### config.mk
export PLATFORM = sky130hd
export DESIGN_NAME = prnu_stats
export DESIGN_NICKNAME = d
export VERILOG_FILES = /design/src/rtl/prnu_pkg.sv /design/src/rtl/prnu_group_acc.sv /design/src/rtl/prnu_divider.sv /design/src/rtl/prnu_worst.sv /design/src/rtl/prnu_stats.sv
export SDC_FILE = /design/constraint.sdc
export NUM_CORES = 1
export LEC_CHECK = 0
export BUFFER_PORTS_ARGS = -buffer_cell sky130_fd_sc_hd__buf_2
export CAP_MARGIN = 0
export CORE_ASPECT_RATIO = 0.6
export CORE_MARGIN = 4
export CORE_UTILIZATION = 32
export DETAILED_ROUTE_END_ITERATION = 10
export SLEW_MARGIN = 20
export SYNTH_ARGS = -nofsm -noshare
export SYNTH_HDL_FRONTEND = slang
export SYNTH_SLANG_ARGS = --single-unit
### constraint.sdc
create_clock -name clk -period 9 [get_ports clk]
set_clock_uncertainty 0.2 [all_clocks]
set_input_delay 1.8 -clock clk [delete_from_list [all_inputs] [get_ports clk]]
set_output_delay 1.8 -clock clk [all_outputs]
set_load 0.05 [all_outputs]
### src/rtl/prnu_pkg.sv
package prnu_pkg;

  typedef enum logic [1:0] {
    ST_GATHER = 2'd0,
    ST_LAUNCH = 2'd1,
    ST_DIVIDE = 2'd2,
    ST_REPORT = 2'd3
  } prnu_state_e;

endpackage

### src/rtl/prnu_group_acc.sv
module prnu_group_acc #(
  parameter int DATA_W    = 12,
  parameter int GROUP_LEN = 100,
  parameter int SUM_W     = 19,
  parameter int CNT_W     = 7
) (
  input  logic              clk,
  input  logic              rst_n,
  input  logic              take,
  input  logic              restart,
  input  logic [DATA_W-1:0] pix,
  output logic [DATA_W-1:0] grp_max,
  output logic [DATA_W-1:0] grp_min,
  output logic [SUM_W-1:0]  grp_sum,
  output logic              last_px
);

  logic [CNT_W-1:0] cnt_q;
  logic [CNT_W-1:0] pos;
  logic             first;

  assign pos     = restart ? '0 : cnt_q;
  assign first   = (pos == '0);
  assign last_px = take && (pos == CNT_W'(GROUP_LEN - 1));

  always_ff @(posedge clk or negedge rst_n) begin
    if (!rst_n) begin
      cnt_q   <= '0;
      grp_max <= '0;
      grp_min <= '0;
      grp_sum <= '0;
    end else if (take) begin
      cnt_q <= (pos == CNT_W'(GROUP_LEN - 1)) ? '0 : pos + 1'b1;
      if (first) begin
        grp_max <= pix;
        grp_min <= pix;
        grp_sum <= SUM_W'(pix);
      end else begin
        if (pix > grp_max) grp_max <= pix;
        if (pix < grp_min) grp_min <= pix;
        grp_sum <= grp_sum + SUM_W'(pix);
      end
    end
  end

  // once a group has started, its minimum never exceeds its maximum
  a_r3_min_le_max: assert property (@(posedge clk) disable iff (!rst_n)
    (cnt_q != '0) |-> (grp_min <= grp_max));

endmodule

### src/rtl/prnu_divider.sv
module prnu_divider #(
  parameter int NUM_W = 26,
  parameter int DEN_W = 19
) (
  input  logic             clk,
  input  logic             rst_n,
  input  logic             start,
  input  logic [NUM_W-1:0] num,
  input  logic [DEN_W-1:0] den,
  output logic             done,
  output logic [NUM_W-1:0] quot
);

  localparam int STEP_W = $clog2(NUM_W + 1);

  logic [DEN_W-1:0]  rem_q;
  logic [DEN_W-1:0]  den_q;
  logic [NUM_W-1:0]  sh_q;
  logic [STEP_W-1:0] steps_q;
  logic              busy_q;
  logic [DEN_W:0]    trial;
  logic              fits;

  assign trial = {rem_q, sh_q[NUM_W-1]};
  assign fits  = (trial >= {1'b0, den_q});
  assign quot  = sh_q;

  always_ff @(posedge clk or negedge rst_n) begin
    if (!rst_n) begin
      rem_q   <= '0;
      den_q   <= '0;
      sh_q    <= '0;
      steps_q <= '0;
      busy_q  <= 1'b0;
      done    <= 1'b0;
    end else begin
      done <= 1'b0;
      if (start) begin
        rem_q   <= '0;
        den_q   <= den;
        sh_q    <= num;
        steps_q <= STEP_W'(NUM_W);
        busy_q  <= 1'b1;
      end else if (busy_q) begin
        if (fits) begin
          rem_q <= DEN_W'(trial - {1'b0, den_q});
          sh_q  <= {sh_q[NUM_W-2:0], 1'b1};
        end else begin
          rem_q <= trial[DEN_W-1:0];
          sh_q  <= {sh_q[NUM_W-2:0], 1'b0};
        end
        steps_q <= steps_q - 1'b1;
        if (steps_q == STEP_W'(1)) begin
          busy_q <= 1'b0;
          done   <= 1'b1;
        end
      end
    end
  end

  // the partial remainder of a nonzero divisor stays below it
  a_r4_rem_below_den: assert property (@(posedge clk) disable iff (!rst_n)
    (busy_q && den_q != '0) |-> (rem_q < den_q));

endmodule

### src/rtl/prnu_worst.sv
module prnu_worst #(
  parameter int RES_W      = 10,
  parameter int IDX_W      = 5,
  parameter int NUM_GROUPS = 27
) (
  input  logic             clk,
  input  logic             rst_n,
  input  logic             upd,
  input  logic [IDX_W-1:0] idx,
  input  logic [RES_W-1:0] code,
  input  logic [RES_W-1:0] limit,
  output logic             done,
  output logic [IDX_W-1:0] w_idx,
  output logic [RES_W-1:0] w_code,
  output logic             fail
);

  logic             load;
  logic [RES_W-1:0] nxt_code;
  logic             is_last;

  assign load     = (idx == '0) || (code > w_code);
  assign nxt_code = load ? code : w_code;
  assign is_last  = (idx == IDX_W'(NUM_GROUPS - 1));

  always_ff @(posedge clk or negedge rst_n) begin
    if (!rst_n) begin
      done   <= 1'b0;
      w_idx  <= '0;
      w_code <= '0;
      fail   <= 1'b0;
    end else begin
      done <= upd && is_last;
      if (upd) begin
        if (load) begin
          w_idx  <= idx;
          w_code <= code;
        end
        if (is_last) fail <= (nxt_code > limit);
      end
    end
  end

  // the end-of-line pulse lasts a single cycle
  a_r7_done_single: assert property (@(posedge clk) disable iff (!rst_n)
    done |=> !done);

endmodule

### src/rtl/prnu_stats.sv
module prnu_stats
  import prnu_pkg::*;
#(
  parameter int DATA_W     = 12,
  parameter int GROUP_LEN  = 100,
  parameter int NUM_GROUPS = 27,
  parameter int RES_W      = 10,
  localparam int IDX_W     = (NUM_GROUPS > 1) ? $clog2(NUM_GROUPS) : 1
) (
  input  logic              clk,
  input  logic              rst_n,
  input  logic              in_valid,
  output logic              in_ready,
  input  logic [DATA_W-1:0] in_data,
  input  logic              in_sol,
  output logic              res_valid,
  input  logic              res_ready,
  output logic [IDX_W-1:0]  res_idx,
  output logic [RES_W-1:0]  res_code,
  output logic              res_err,
  input  logic [RES_W-1:0]  limit,
  output logic              line_done,
  output logic [IDX_W-1:0]  worst_idx,
  output logic [RES_W-1:0]  worst_code,
  output logic              line_fail
);

  localparam int CNT_W    = $clog2(GROUP_LEN);
  localparam int SUM_W    = DATA_W + $clog2(GROUP_LEN + 1);
  localparam int SCALE    = 100 * GROUP_LEN;
  localparam int NUM_W    = DATA_W + $clog2(SCALE + 1);
  localparam int CODE_MAX = (1 << RES_W) - 1;

  prnu_state_e      state_q;
  logic             line_active_q;
  logic [IDX_W-1:0] idx_q;
  logic [RES_W-1:0] code_q;
  logic             err_q;

  logic              take;
  logic              use_px;
  logic              last_px;
  logic [DATA_W-1:0] grp_max;
  logic [DATA_W-1:0] grp_min;
  logic [SUM_W-1:0]  grp_sum;
  logic              div_start;
  logic              div_done;
  logic [NUM_W-1:0]  div_num;
  logic [NUM_W-1:0]  quot;
  logic              hs;
  logic              last_grp;

  assign in_ready  = (state_q == ST_GATHER);
  assign take      = in_valid && in_ready;
  assign use_px    = take && (in_sol || line_active_q);
  assign div_start = (state_q == ST_LAUNCH);
  assign div_num   = NUM_W'(grp_max - grp_min) * NUM_W'(SCALE);
  assign res_valid = (state_q == ST_REPORT);
  assign res_idx   = idx_q;
  assign res_code  = code_q;
  assign res_err   = err_q;
  assign hs        = res_valid && res_ready;
  assign last_grp  = (idx_q == IDX_W'(NUM_GROUPS - 1));

  prnu_group_acc #(
    .DATA_W(DATA_W), .GROUP_LEN(GROUP_LEN), .SUM_W(SUM_W), .CNT_W(CNT_W)
  ) u_acc (
    .clk(clk), .rst_n(rst_n), .take(use_px), .restart(in_sol),
    .pix(in_data), .grp_max(grp_max), .grp_min(grp_min),
    .grp_sum(grp_sum), .last_px(last_px)
  );

  prnu_divider #(.NUM_W(NUM_W), .DEN_W(SUM_W)) u_div (
    .clk(clk), .rst_n(rst_n), .start(div_start), .num(div_num),
    .den(grp_sum), .done(div_done), .quot(quot)
  );

  prnu_worst #(.RES_W(RES_W), .IDX_W(IDX_W), .NUM_GROUPS(NUM_GROUPS)) u_worst (
    .clk(clk), .rst_n(rst_n), .upd(hs), .idx(idx_q), .code(code_q),
    .limit(limit), .done(line_done), .w_idx(worst_idx),
    .w_code(worst_code), .fail(line_fail)
  );

  always_ff @(posedge clk or negedge rst_n) begin
    if (!rst_n) begin
      state_q       <= ST_GATHER;
      line_active_q <= 1'b0;
      idx_q         <= '0;
      code_q        <= '0;
      err_q         <= 1'b0;
    end else begin
      case (state_q)
        ST_GATHER: begin
          if (take && in_sol) begin
            line_active_q <= 1'b1;
            idx_q         <= '0;
          end
          if (use_px && last_px) state_q <= ST_LAUNCH;
        end
        ST_LAUNCH: state_q <= ST_DIVIDE;
        ST_DIVIDE: begin
          if (div_done) begin
            if (grp_sum == '0) begin
              code_q <= RES_W'(CODE_MAX);
              err_q  <= 1'b1;
            end else begin
              code_q <= (quot > NUM_W'(CODE_MAX)) ? RES_W'(CODE_MAX) : quot[RES_W-1:0];
              err_q  <= 1'b0;
            end
            state_q <= ST_REPORT;
          end
        end
        ST_REPORT: begin
          if (res_ready) begin
            state_q <= ST_GATHER;
            if (last_grp) begin
              line_active_q <= 1'b0;
              idx_q         <= '0;
            end else begin
              idx_q <= idx_q + 1'b1;
            end
          end
        end
        default: state_q <= ST_GATHER;
      endcase
    end
  end

  // a stalled result keeps its fields
  a_r6_hold_result: assert property (@(posedge clk) disable iff (!rst_n)
    (res_valid && !res_ready) |=> (res_valid && $stable(res_code) &&
                                   $stable(res_idx) && $stable(res_err)));

  // no pixel is taken while a result is pending
  a_r6_no_intake: assert property (@(posedge clk) disable iff (!rst_n)
    res_valid |-> !in_ready);

  // a zero-sum group reports the saturated code
  a_r5_zero_code: assert property (@(posedge clk) disable iff (!rst_n)
    (res_valid && res_err) |-> (res_code == RES_W'(CODE_MAX)));

  // reported indices stay inside the line
  a_r3_idx_range: assert property (@(posedge clk) disable iff (!rst_n)
    res_valid |-> (res_idx < IDX_W'(NUM_GROUPS)));

endmodule

Word-level counts from Yosys, hierarchy flattened --
Cells that the tools add are included.
Word-level totals: register bits after elaboration 157, bits of input ports 27, output and inout port bits 35, logic and storage cells 105
Operators by class: add/sub/neg operators 6, multipliers 1, magnitude comparators 6, equal/unequal tests 11, multiplexer cells 37, reductions and logical operators 25
Operator list (number):
- $mux W19 | 4
- $mux W26 | 2
- $mux W12 | 4
- $mux W10 | 3
- $gt A26 B10 Y1 const B | 1
- $mul A26 B10 Y22 const B | 1
- $mux W5 | 5
- $ge A20 B19 Y1 | 1
- $gt A10 B10 Y1 | 2
- $add A19 B12 Y19 | 1
- $logic_not A19 Y1 | 1
- $sub A19 B19 Y19 | 1
- $mux W7 | 2
- $sub A12 B12 Y13 | 1
- $gt A12 B12 Y1 | 1
- $lt A12 B12 Y1 | 1
- $mux W1 | 11
- $ne A2 B1 Y1 const B | 5
- $pmux W5 S2 | 1
- $reduce_and A2 Y1 | 5
- $pmux W2 S4 | 1
- $reduce_bool A2 Y1 | 4
- $add A7 B1 Y7 const B | 1
- $eq A7 B7 Y1 const B | 1
- other kinds (15) | 26

Longest topological paths before layout --
depth after elaboration 7, gate-level depth with buffers 27, gate-level depth less buffers 27

Hierarchy --
Synthesis repeated with hierarchy kept, for this count alone.
Unflattened totals: cell total of the unflattened synthesis 1490, area total of the unflattened synthesis 13161.4 µm²
By module, submodules not included:
- prnu_divider | instances 1, cells an instance 463, area an instance 4105.2 µm², seq. area each 1776.7 µm²
- prnu_group_acc | instances 1, cells an instance 457, area an instance 3902.5 µm², seq. area each 1251.2 µm²
- prnu_stats | instances 1, cells an instance 445, area an instance 3823.7 µm², seq. area each 475.5 µm²
- prnu_worst | instances 1, cells an instance 125, area an instance 1330.0 µm², seq. area each 425.4 µm²

Worst setup path before layout --
OpenSTA, ideal clock, no wires.
kind register to register, from reg u_acc.grp_min[2], to reg u_div.sh_q[25], in the netlist u_div.quot[25], library setup time 118 ps, data arrival time 6081 ps, data required time 8682 ps, slack 2601 ps, cell stages (with the launch flop) 26, path buffers 0, period minus slack after synthesis 6399 ps, path through dfrtp_1 -> inv_1 -> ha_1 -> nor2b_1 -> o31a_1 -> o41a_1 -> a31o_2 -> a21oi_1 -> xnor2_1 -> inv_1 -> fa_1 -> inv_1 -> ha_1 -> fa_1 -> ha_1 -> inv_1 -> fa_1 -> inv_1 -> ha_1 -> and2_1 -> o21ai_0 -> o211ai_1 -> a211oi_1 -> o21bai_1 -> xnor3_1 -> a21o_1
On the way: word-level cells in the longest chain between the ends 3
RTL lines:
- start, declared | line prnu_group_acc.sv:13 | output logic [DATA_W-1:0] grp_min,
- start signal, assigned | line prnu_group_acc.sv:36 | grp_min <= pix;
- start signal, assigned | line prnu_group_acc.sv:40 | if (pix < grp_min) grp_min <= pix;
- $sub A12 B12 Y13 | line prnu_stats.sv:57 | assign div_num = NUM_W'(grp_max - grp_min) * NUM_W'(SCALE);
- $mul A26 B10 Y22 | line prnu_stats.sv:57
- $mux W26 | line prnu_divider.sv:38 | if (start) begin
- end signal, assigned | line prnu_divider.sv:41 | sh_q <= num;
- end signal, assigned | line prnu_divider.sv:47 | sh_q <= {sh_q[NUM_W-2:0], 1'b1};
- end signal, assigned | line prnu_divider.sv:50 | sh_q <= {sh_q[NUM_W-2:0], 1'b0};
- end, declared | line prnu_divider.sv:18 | logic [NUM_W-1:0] sh_q;
Every way passes these cells. A chain may end at the register's enable or synchronous reset.

Worst setup path in the final report --
Same ends and word-level chain as after synthesis.

==> flow_metrics.env <==
export IMPL_ctsResizeCount=0
export IMPL_drv_cap=0
export IMPL_clock_sinks=157
export IMPL_grt_pass1_wl_mm=53.7
export IMPL_overflow=0
export IMPL_cts_buffer_depth=2
export IMPL_cts_hold_buffers=0
export IMPL_areaGrowthSynthToFinish_pct=11.3
export IMPL_critPathMaxFanout=5
export IMPL_cp_common_cell="ha_1"
export IMPL_syn_num_nets=1671
export IMPL_met2_length_mm=13.4
export IMPL_routed_via_density=5.13
export IMPL_hp_start="u_acc.cnt_q[0]$_DFFE_PN0P_"
export IMPL_crit_type="flop to flop"
export IMPL_hold_path_class="flop to flop"
export IMPL_status="finished, final reports clean"
export IMPL_port_buffers=61
export IMPL_whs_endpoint="u_acc.cnt_q[0]$_DFFE_PN0P_"
export IMPL_period_needed_ps=7080
export IMPL_root_buffer="clkbuf_16"
export IMPL_synth_edf_count=0
export IMPL_cp_start_kind="flop"
export IMPL_final_antenna_net_count=0
export IMPL_io_pins=62
export IMPL_antenna_found_initial=0
export IMPL_path_cells="inv_1 > ha_1 > nor2b_1 > o31a_1 > o41a_1 > a21oi_1 > xnor2_1 > ha_1 > xor2_1 > ha_1 > fa_1 > ha_1 > inv_1 > fa_1 > inv_1 > ha_1 > a21oi_1 > o211ai_1 > o21ai_0 > o211ai_1 > a211oi_1 > o21bai_1 > xnor3_1 > a21o_1"
export IMPL_grt_total_usage_pct=15.1
export IMPL_r2r_start="u_acc.grp_min[2]$_DFFE_PN0P_"
export IMPL_seq_area_frac_synth_pct=30.7
export IMPL_grt_max_degree=73
export IMPL_tritoncts="yes"
export IMPL_drt_first_pass_iters=7
export IMPL_crit_slowest_cell="fa_1"
export IMPL_gp_congestion=0.855
export IMPL_hold_viol_final=0
export IMPL_routed_wl_met3_mm=1.31
export IMPL_reg2reg_depth=24
export IMPL_die_area_um2=43300
export IMPL_cp_buffers_inverters=3
export IMPL_yosysWarnings=0
export IMPL_worst_pin_slew_ps=949
export IMPL_whs_path_depth=2
export IMPL_wl_mm=31.9
export IMPL_required_ps=9130
export IMPL_worst_path_stages=24
export IMPL_met1_length_mm=17.0
export IMPL_final_cell_mix="178 x inv_1, 156 x dfrtp_1, 151 x ha_1"
export IMPL_final_fill_count=3997
export IMPL_fin_crit_sh_pct=78.6
export IMPL_layout_commonest_cell="inv_1"
export IMPL_rr_endpoint="u_div.quot[25]$_DFFE_PN0P_"
export IMPL_post_drt_wl_per_cell_um=15.7
export IMPL_async_flop_share_pct=100
export IMPL_syn_area_per_cell_um2=8.76
export IMPL_path_delay_family="adder cells"
export IMPL_rsz0062_at_grt="no"
export IMPL_vias=10400
export IMPL_dr_max_layer_used="met4"
export IMPL_worstSkewPairLatency_ps=440
export IMPL_htree_levels=4
export IMPL_clock_fmax_ghz=0.141
export IMPL_cts_reportedPaths_clkPinSlew_ps=80
export IMPL_drc=0
export IMPL_drtIter0Drc=755
export IMPL_setup_viol=0
export IMPL_cp_end_kind="flop"
export IMPL_grt_pass1_vias=10200
export IMPL_slew_viol_final=0
export IMPL_numCtsBuffers=17
export IMPL_dieHeight_um=163
export IMPL_dp_hpwl_mm=23.9
export IMPL_fin_nets=1707
export IMPL_regArea_um2=3930
export IMPL_reg2reg_slack_ps=1920
export IMPL_rows=56
export IMPL_slowest_delay_ps=500
export IMPL_multi_input_area_um2=7960
export IMPL_synthCells=1460
export IMPL_arrival_ps=7210
export IMPL_ys_types=73
export IMPL_diodes=0
export IMPL_start_util_pct=32.6
export IMPL_setup_tns_final_ps=0
export IMPL_core_area_um2=39200
export IMPL_crit_start="u_acc.grp_min[2]$_DFFE_PN0P_"
export IMPL_syn_area_um2=12800
export IMPL_slew_limit_headroom_pct=36.7
export IMPL_drive_above_1_share_pct=10.1
export IMPL_ys_seq_elements=157
export IMPL_ys_flop_type="dfrtp_1"
export IMPL_cts_setup_buffers=0
export IMPL_die_x_um=266
-- metal layers --
metal,track usage [%],vias up
met3,3.31,17
li1,-,5196
met2,22.4,172
met4,2.12,0
met1,22.8,5031
met5,0,-
-- sequential cells by signal (all words and copies together), names as in the netlist --
| name | flops |
|---|---|
| state_q | 2 |
| u_worst.w_idx | 5 |
| u_acc.cnt_q | 7 |
| u_worst.done | 1 |
| u_div.steps_q | 5 |
| u_worst.w_code | 10 |
| u_worst.fail | 1 |
| u_div.busy_q | 1 |
| u_acc.grp_max | 12 |
| u_div.quot | 26 |
| u_acc.grp_sum | 19 |
| res_err | 1 |
| u_div.done | 1 |
| u_div.den_q | 19 |
| u_acc.grp_min | 12 |
| line_active_q | 1 |
| res_idx | 5 |
| res_code | 10 |
| u_div.rem_q | 19 |
-- worst max-delay path by stage --
stage	slack [ps]	endpoint
after global routing	1480	u_div.quot[25]$_DFFE_PN0P_
final	1920	u_div.quot[25]$_DFFE_PN0P_
after floorplan	2600	u_div.quot[25]$_DFFE_PN0P_
after global placement	2180	u_div.quot[25]$_DFFE_PN0P_
after detailed placement	2020	u_div.quot[25]$_DFFE_PN0P_
after CTS	1970	u_div.quot[25]$_DFFE_PN0P_
-- cell type report --
cell class	count	area share [%]
multi-input cells	1067	55.9
clock inverters	14	1.11
clock buffers	18	3.08
repair buffers	75	3.01
flip-flops and latches	157	27.6
well taps	522	4.59
inverters	178	4.69
-- cells in the mapped netlist, types with 4 or more instances --
master | number | area [um^2]
a31o_2 | 5 | 43.8
xor2_1 | 12 | 105
nand4_1 | 23 | 144
nor2b_1 | 15 | 93.8
a21oi_1 | 76 | 380
o31ai_1 | 10 | 75.1
clkbuf_1 | 50 | 188
o21bai_1 | 4 | 30.0
mux2_2 | 28 | 315
fa_1 | 32 | 641
mux2i_1 | 35 | 350
nand2_1 | 123 | 462
o22a_1 | 10 | 87.6
o211ai_1 | 14 | 105
a21boi_0 | 4 | 30.0
nor2_1 | 84 | 315
xnor2_1 | 40 | 350
o211a_1 | 6 | 60.1
nor4_1 | 12 | 75.1
nor3_1 | 24 | 120
a21o_1 | 33 | 248
a31oi_1 | 15 | 93.8
a211oi_1 | 23 | 173
nand2b_1 | 12 | 75.1
nand3_1 | 58 | 290
ha_1 | 152 | 1900
dfrtp_1 | 157 | 3930
o21a_1 | 15 | 113
o21ai_0 | 118 | 591
or3_1 | 13 | 81.3
or2_2 | 4 | 25.0
nor3b_1 | 11 | 82.6
and2_1 | 5 | 31.3
inv_1 | 178 | 668
and3_1 | 5 | 31.3
o221ai_1 | 4 | 35.0
-- worst reg2reg max path, cell delays in order (launching register included) --
cell      delay, ps
dfrtp_1         390
inv_1            90
ha_1            340
nor2b_1         160
o31a_1          280
o41a_1          400
a21oi_1         280
xnor2_1         250
ha_1            340
xor2_1          170
ha_1            360
fa_1            500
ha_1            290
inv_1            50
fa_1            490
inv_1            40
ha_1            360
a21oi_1         310
o211ai_1        130
o21ai_0         440
o211ai_1        210
a211oi_1        270
o21bai_1         90
xnor3_1         350
a21o_1          180
-- per-stage QoR --
| stage | util (%) | hold slack (ps) | instances | cell area, um^2 | worst slack [ps] |
|---|---|---|---|---|---|
| CTS | 36.2 | 275 | 2030 | 14200 | 1970 |
| global placement | 34.7 | 254 | 1998 | 13600 | 2180 |
| detailed placement | 34.7 | 260 | 1998 | 13600 | 2020 |
| finish | 36.3 | 272 | 2031 | 14200 | 1920 |
| global route | 36.3 | 318 | 2031 | 14200 | 1480 |
| floorplan | - | 241 | 1460 | 12800 | 2600 |
-- cells by family after synthesis --
logic type                 share of synthesized area (%)
adders and majority gates                           19.9
xor gates and xnor gates                            3.74
buffers and inverters                               7.14
DFF                                                 30.7
and+or+nand+nor                                     15.2
muxes                                               5.20
AOI/OAI and AO/OA                                   18.2
Power is not shown: default switching activity piles up to over one toggle a cycle in this logic, so the estimate is an artifact.
